==> src/rtl/jk_seq_pkg.sv <==
package jk_seq_pkg;
  localparam int CNT_W = 3;
  localparam logic [CNT_W-1:0] RST_CODE = 3'd1;

  typedef enum logic [1:0] {
    JK_HOLD = 2'b00,
    JK_CLR  = 2'b01,
    JK_SET  = 2'b10,
    JK_TGL  = 2'b11
  } jk_op_e;
endpackage

==> src/rtl/jk_cell.sv <==
module jk_cell #(
  parameter logic RST_VAL = 1'b0
) (
  input  logic clk_i,
  input  logic rst_ni,
  input  logic j_i,
  input  logic k_i,
  output logic q_o
);
  import jk_seq_pkg::*;

  jk_op_e op;
  assign op = jk_op_e'({j_i, k_i});

  always_ff @(posedge clk_i or negedge rst_ni) begin
    if (!rst_ni) q_o <= RST_VAL;
    else begin
      case (op)
        JK_HOLD: q_o <= q_o;
        JK_CLR:  q_o <= 1'b0;
        JK_SET:  q_o <= 1'b1;
        JK_TGL:  q_o <= ~q_o;
        default: q_o <= q_o;
      endcase
    end
  end

  // characteristic equation
  a_r4_jk_law: assert property (@(posedge clk_i) disable iff (!rst_ni)
    1'b1 |=> q_o == (($past(j_i) & ~$past(q_o)) | (~$past(k_i) & $past(q_o))));
endmodule

==> src/rtl/jk_seq_exc.sv <==
module jk_seq_exc
  import jk_seq_pkg::*;
(
  input  logic [CNT_W-1:0] q_i,
  input  logic             en_i,
  input  logic             seed_en_i,
  input  logic [CNT_W-1:0] seed_i,
  output logic [CNT_W-1:0] j_o,
  output logic [CNT_W-1:0] k_o
);
  logic [CNT_W-1:0] cnt_j, cnt_k;

  // don't-cares resolved to minimal terms; 0,4,6 land on 7
  always_comb begin
    cnt_j[2] = ~(q_i[1] ^ q_i[0]);
    cnt_k[2] = q_i[1] & q_i[0];
    cnt_j[1] = 1'b1;
    cnt_k[1] = q_i[0];
    cnt_j[0] = 1'b1;
    cnt_k[0] = ~q_i[2] & ~q_i[1];
  end

  always_comb begin
    if (seed_en_i) begin
      j_o = seed_i;
      k_o = ~seed_i;
    end else if (en_i) begin
      j_o = cnt_j;
      k_o = cnt_k;
    end else begin
      j_o = '0;
      k_o = '0;
    end
  end
endmodule

==> src/rtl/jk_seq_counter.sv <==
module jk_seq_counter
  import jk_seq_pkg::*;
(
  input  logic             clk_i,
  input  logic             rst_ni,
  input  logic             en_i,
  input  logic             seed_en_i,
  input  logic [CNT_W-1:0] seed_i,
  output logic [CNT_W-1:0] state_o,
  output logic [CNT_W-1:0] j_o,
  output logic [CNT_W-1:0] k_o
);
  logic [CNT_W-1:0] q, j, k;

  jk_seq_exc u_exc (
    .q_i      (q),
    .en_i     (en_i),
    .seed_en_i(seed_en_i),
    .seed_i   (seed_i),
    .j_o      (j),
    .k_o      (k)
  );

  for (genvar i = 0; i < CNT_W; i++) begin : g_bit
    jk_cell #(.RST_VAL(RST_CODE[i])) u_cell (
      .clk_i (clk_i),
      .rst_ni(rst_ni),
      .j_i   (j[i]),
      .k_i   (k[i]),
      .q_o   (q[i])
    );
  end

  assign state_o = q;
  assign j_o     = j;
  assign k_o     = k;

  logic step;
  assign step = en_i & ~seed_en_i;

  // cycle order
  a_r2_1to2: assert property (@(posedge clk_i) disable iff (!rst_ni)
    (step && q == 3'd1) |=> q == 3'd2);
  a_r2_2to3: assert property (@(posedge clk_i) disable iff (!rst_ni)
    (step && q == 3'd2) |=> q == 3'd3);
  a_r2_3to5: assert property (@(posedge clk_i) disable iff (!rst_ni)
    (step && q == 3'd3) |=> q == 3'd5);
  a_r2_5to7: assert property (@(posedge clk_i) disable iff (!rst_ni)
    (step && q == 3'd5) |=> q == 3'd7);
  a_r2_7to1: assert property (@(posedge clk_i) disable iff (!rst_ni)
    (step && q == 3'd7) |=> q == 3'd1);
  // unused codes recover
  a_r3_recover: assert property (@(posedge clk_i) disable iff (!rst_ni)
    (step && (q == 3'd0 || q == 3'd4 || q == 3'd6)) |=> q == 3'd7);
  // idle holds
  a_r5_idle_hold: assert property (@(posedge clk_i) disable iff (!rst_ni)
    (!en_i && !seed_en_i) |=> $stable(q));
  // seed load wins
  a_r6_seed_load: assert property (@(posedge clk_i) disable iff (!rst_ni)
    seed_en_i |=> q == $past(seed_i));
endmodule

==> config.mk <==
export PLATFORM = sky130hd
export DESIGN_NAME = jk_seq_counter
export DESIGN_NICKNAME = d
export VERILOG_FILES = /design/src/rtl/jk_seq_pkg.sv /design/src/rtl/jk_cell.sv /design/src/rtl/jk_seq_exc.sv /design/src/rtl/jk_seq_counter.sv
export SDC_FILE = /design/constraint.sdc
export NUM_CORES = 1
export LEC_CHECK = 0
export CORE_AREA = 2 2 39 41
export DETAILED_ROUTE_END_ITERATION = 8
export DIE_AREA = 0 0 41 43
export HOLD_SLACK_MARGIN = 0.06
export PLACE_DENSITY_LB_ADDON = 0.25
export SLEW_MARGIN = 25
export SYNTH_ARGS = -nofsm -noshare
export SYNTH_HDL_FRONTEND = slang
export SYNTH_SLANG_ARGS = --single-unit
==> constraint.sdc <==
create_clock -name clk_i -period 2.15 [get_ports clk_i]
set_clock_uncertainty 0.1 [all_clocks]
set_input_delay 0.645 -clock clk_i [delete_from_list [all_inputs] [get_ports clk_i]]
set_output_delay 0.645 -clock clk_i [all_outputs]
set_load 0.01 [all_outputs]
[Yosys cells after proc, flatten, opt, wreduce, memory -nomap -nowiden]
Index checks and enable logic that the tools add are counted.
Word-level totals
  RAM bits: 0
  word-level logic and storage cells: 30
  memories: 0
  output and inout bits: 9
  memory bits (read-only): 0
  bits in registers: 3
  latch bits: 0
  bits of input ports: 7
Operators by class
  reduce and logical (&&, ||, !) cells: 3
  bitwise logic cells: 8
  multiplexer cells: 7
  multipliers: 0
  add/subtract/negate cells: 0
  equality and inequality tests: 9
  shift-type cells: 0
  divide/modulo/power cells: 0
  magnitude comparators: 0
Operators by type and width (count)
  $eq 2x2->1 const B: 6
  $mux 3: 4
  $pmux 1 s3: 3
  $eq 2x1->1 const B: 3
  $logic_not 2->1: 3
  $not 1->1: 4
  $not 3->3: 1
  $and 1x1->1: 2
  $xor 1x1->1: 1

[Logic depth before layout (Yosys ltp)]
  depth after elaboration: 6
  mapped depth: 4
  mapped depth without buffers: 3

[Cells and area by module]
A second synthesis with hierarchy kept.
Second synthesis, totals
  cells, all modules: 23
  area total of the unflattened synthesis: 192.7 um2
By module, submodules not included
  jk_seq_exc: times used 1, area each 90.1 um2, cells an instance 14, seq. area each 0.0 um2
  jk_cell at g_bit[1].u_cell ...: times used 2, area each 33.8 um2, cells an instance 3, seq. area each 25.0 um2
  jk_cell at g_bit[0].u_cell: times used 1, area each 35.0 um2, cells an instance 3, seq. area each 26.3 um2

[Worst setup path after synthesis]
OpenSTA, ideal clock, no wires.
  path kind: input port to output port
  start point: in seed_en_i
  end point: out k_o[0]
  required time: 1405 ps
  cell stages on the path: 4
  buffers on the path: 2
  path slack: 128 ps
  data arrival time: 1277 ps
  cell sequence: buf_6 -> nand2b_1 -> o32ai_1 -> buf_4
Between the ends
  cells in the longest elaborated chain, start to end: 1
Ends and longest elaborated chain
  from (decl): RTL line jk_seq_counter.sv:7  | input logic seed_en_i,
  $mux 3: RTL line jk_seq_exc.sv:24  | if (seed_en_i) begin
  to (decl): RTL line jk_seq_counter.sv:11  | output logic [CNT_W-1:0] k_o
No other way between the ends.

[Final worst setup path]
  start point: in seed_i[1]
  end point: out j_o[1]
Between the ends
  cells in the longest elaborated chain, start to end: 1
Ends and longest elaborated chain
  from (decl): RTL line jk_seq_counter.sv:8  | input logic [CNT_W-1:0] seed_i,
  $mux 3: RTL line jk_seq_exc.sv:24
  to (decl): RTL line jk_seq_counter.sv:10  | output logic [CNT_W-1:0] j_o,
No other way between the ends.

==> impl_metrics.toml <==
[synth]
syn-num-nets = 44
synth_cells = 36
ys_types = 21
synth_top_family_by_area = "buffers and inverters"
postSynthAreaPerCell_um2 = 8.76
ys_seq_elements = 3
synthSimpleGateAreaFrac_pct = 26.2
synth_fa_ha_area_share_pct = 3.97
synth-compound-area-share_pct = 15.1
synth.area.mux_share_pct = 3.17
syn-cell-area_um2 = 315
synth_xor_area_share_pct = 0
synth.yosys.seq_area_share_pct = 24.2
ys_warn_count = 0

[pwr]
power_density_nw_per_um2 = 548
vdd_ir_drop_max_uv = 263
leakagePower_nw = 0.263

[placement]
dp_hpwl_um = 573
placed_area_um2 = 497
portBuffers = 15
post-place-cells = 69
place_congestion = 0.686

[global_routing]
grt_pass1_wl_um = 1230
grt_overflow = 0
grt_max_degree = 6
antenna_found_initial = 0
grt_pass1_vias = 301
grt_usage_pct = 10.8

[clock_tree]
clockBufferDepth = 2
cts_hold_buffers = 0
cts_sinks = 3
cts_tree = "done"
path_clk_slew_ns = 0.04
cts_root_buf = "clkbuf_4"
numCtsBuffers = 3
cts_setup_buffers = 0
htree_levels = 1
worst_skew_pair.late_latency_ns = 0.23

[worst_setup_path]
cp_data_required_time_ns = 1.40
critPathCapture = "j_o[1]"
worstPathMaxFanout = 2
startpoint = "seed_i[1]"
crit_type = "input pin to output pin"
worst-r2r-setup-slack_ns = 0.73
r2r_cells = 4
rr_startpoint = "g_bit[0].u_cell.q_o$_DFFE_PN1P_"
crit_path_end_kind = "output pin"
startpoint_type = "input pin"
arrival_ns = 1.37
rr_endpoint = "g_bit[2].u_cell.q_o$_DFFE_PN0P_"

[cells_and_area]
syn2layout_area_growth_pct = 61.1
nets = 66
regMostFlops = "g_bit.u_cell.q_o"
drive_gt1_share_pct = 52.6
fin_cells = 73
diodes = 0
largest_reg_flops = 3
stdcell_area_um2 = 508
biggestRegsByFlops = "g_bit.u_cell.q_o: 3 flops"

[timing]
maxSlewHeadroom_pct = 82.6
setup_viol_count_final = 0
fmax_ghz = 0.472
fin_crit_ns = 2.12
finalMaxSlewViolations = 0
worstMarginPinSlew_ns = 0.258
setup_tns_ns = 0
min_period_over_period_pct = 98.5
hold_ws_ns = 0.498
hold_viol = 0
rsz0062_at_grt = "true"

[hold_path]
hold_path.class = "input pin to asynchronous set/reset pin"

[drt]
drtIter0Drc = 2
first_pass_iters = 2
wl_per_cell_um = 9.74
via_per_inst = 4.21
drc = 0
routed_wl_um = 711
final_antenna_net_count = 0
vias = 307

[die]
die_h_um = 43
die_w_um = 41
initial_utilization_pct = 22.8
row_count = 14
design.core.area_um2 = 1380
dieArea_um2 = 1760
boundaryPins = 16

[outcome]
status = "finished, final reports clean"

[flow_run]
drv_cap = 0
-- how the worst min path moves through the flow --
stage / end / cells past startpoint
3_3_place_gp: g_bit[0].u_cell.q_o$_DFFE_PN1P_ / 3
5_1_grt: g_bit[2].u_cell.q_o$_DFFE_PN0P_ / 1
6_report: g_bit[2].u_cell.q_o$_DFFE_PN0P_ / 1
3_5_place_dp: g_bit[2].u_cell.q_o$_DFFE_PN0P_ / 2
2_1_floorplan: g_bit[1].u_cell.q_o$_DFFE_PN0P_ / 0
4_1_cts: g_bit[2].u_cell.q_o$_DFFE_PN0P_ / 1
-- stage by stage --
stage / total power, mW / worst slack [ns] / util (%)
2_1_floorplan: 0.135 / 0.128 / -
3_3_place_gp: 0.191 / -0.688 / 35.9
3_5_place_dp: 0.190 / -0.701 / 35.9
4_1_cts: 0.284 / -0.0122 / 35.9
5_1_grt: 0.299 / 0.00320 / 36.7
6_report: 0.278 / 0.0319 / 36.7
-- cells by family (layout without fill, tap and decap cells) --
kind of cell | count (synthesis) | in the layout
muxes | 1 | 1
buffers and inverters | 12 | 33
AOI/OAI and AO/OA | 6 | 6
and+or+nand+nor | 13 | 13
adders and majority gates | 1 | 1
DFF | 3 | 3
-- critical path, stage by stage --
cell	delay, ns
clkdlybuf4s50_1	0.49
nand2_2	0.06
nand2_1	0.06
buf_2	0.12
-- synth_stat cells (all sizes together) --
cell type | number | area (um2)
a311o | 1 | 10.0
a31o | 1 | 8.76
and2 | 1 | 6.26
and3 | 1 | 6.26
and4bb | 1 | 12.5
buf | 10 | 78.8
dfrtp | 2 | 50.1
dfstp | 1 | 26.3
ha | 1 | 12.5
inv | 2 | 7.51
mux2i | 1 | 10.0
nand2 | 5 | 21.3
nand2b | 1 | 6.26
nand3b | 1 | 7.51
nor2 | 2 | 7.51
nor4b | 1 | 15.0
o21ai | 1 | 5.00
o31ai | 2 | 15.0
o32ai | 1 | 8.76
-- power by group --
| part | switching [mW] | internal (mW) |
|---|---|---|
| sequential | 0.00413 | 0.0647 |
| combinational | 0.0468 | 0.0644 |
| clock | 0.0288 | 0.0695 |
| total | 0.0798 | 0.199 |
-- layout make-up --
cell class / count / area [um2]
timing repair buffer: 27 / 213
clock buffer: 4 / 26.3
inverter: 2 / 7.51
fill: 156 / 876
multi-input combinational: 21 / 165
tap: 16 / 20.0
sequential: 3 / 76.3
-- routing by layer --
layer  vias up  track usage, %  part of all wire [%]
li1        159               -                     -
met1       137            13.6                    44
met2        11            14.7                    47
met3         0               0                   8.0
met4         0            12.0                     0
met5         -               0                     0
-- timing repair --
action	CTS	global route
resized for setup	33	7
pin swaps	0	0
setup endpoints to repair	7	6
-- cell usage in the layout (no fill, tap or decap), drive strengths merged --
| master | netlist | layout |
|---|---|---|
| nor4b | 1 | 1 |
| ha | 1 | 1 |
| nand3b | 1 | 1 |
| dfrtp | 2 | 2 |
| a31o | 1 | 1 |
| a311o | 1 | 1 |
| and3 | 1 | 1 |
| clkbuf | 0 | 4 |
| and4bb | 1 | 1 |
| inv | 2 | 2 |
| buf | 10 | 19 |
| nand2 | 5 | 5 |
| nor2 | 2 | 2 |
| o31ai | 2 | 2 |
| and2 | 1 | 1 |
| clkdlybuf4s50 | 0 | 4 |
| nand2b | 1 | 1 |
| dlygate4sd2 | 0 | 2 |
| mux2i | 1 | 1 |
| clkdlybuf4s15 | 0 | 1 |
| o21ai | 1 | 1 |
| o32ai | 1 | 1 |
| dfstp | 1 | 1 |
| dlymetal6s2s | 0 | 1 |
No activity file was read; power rests on OpenSTA's default activity.
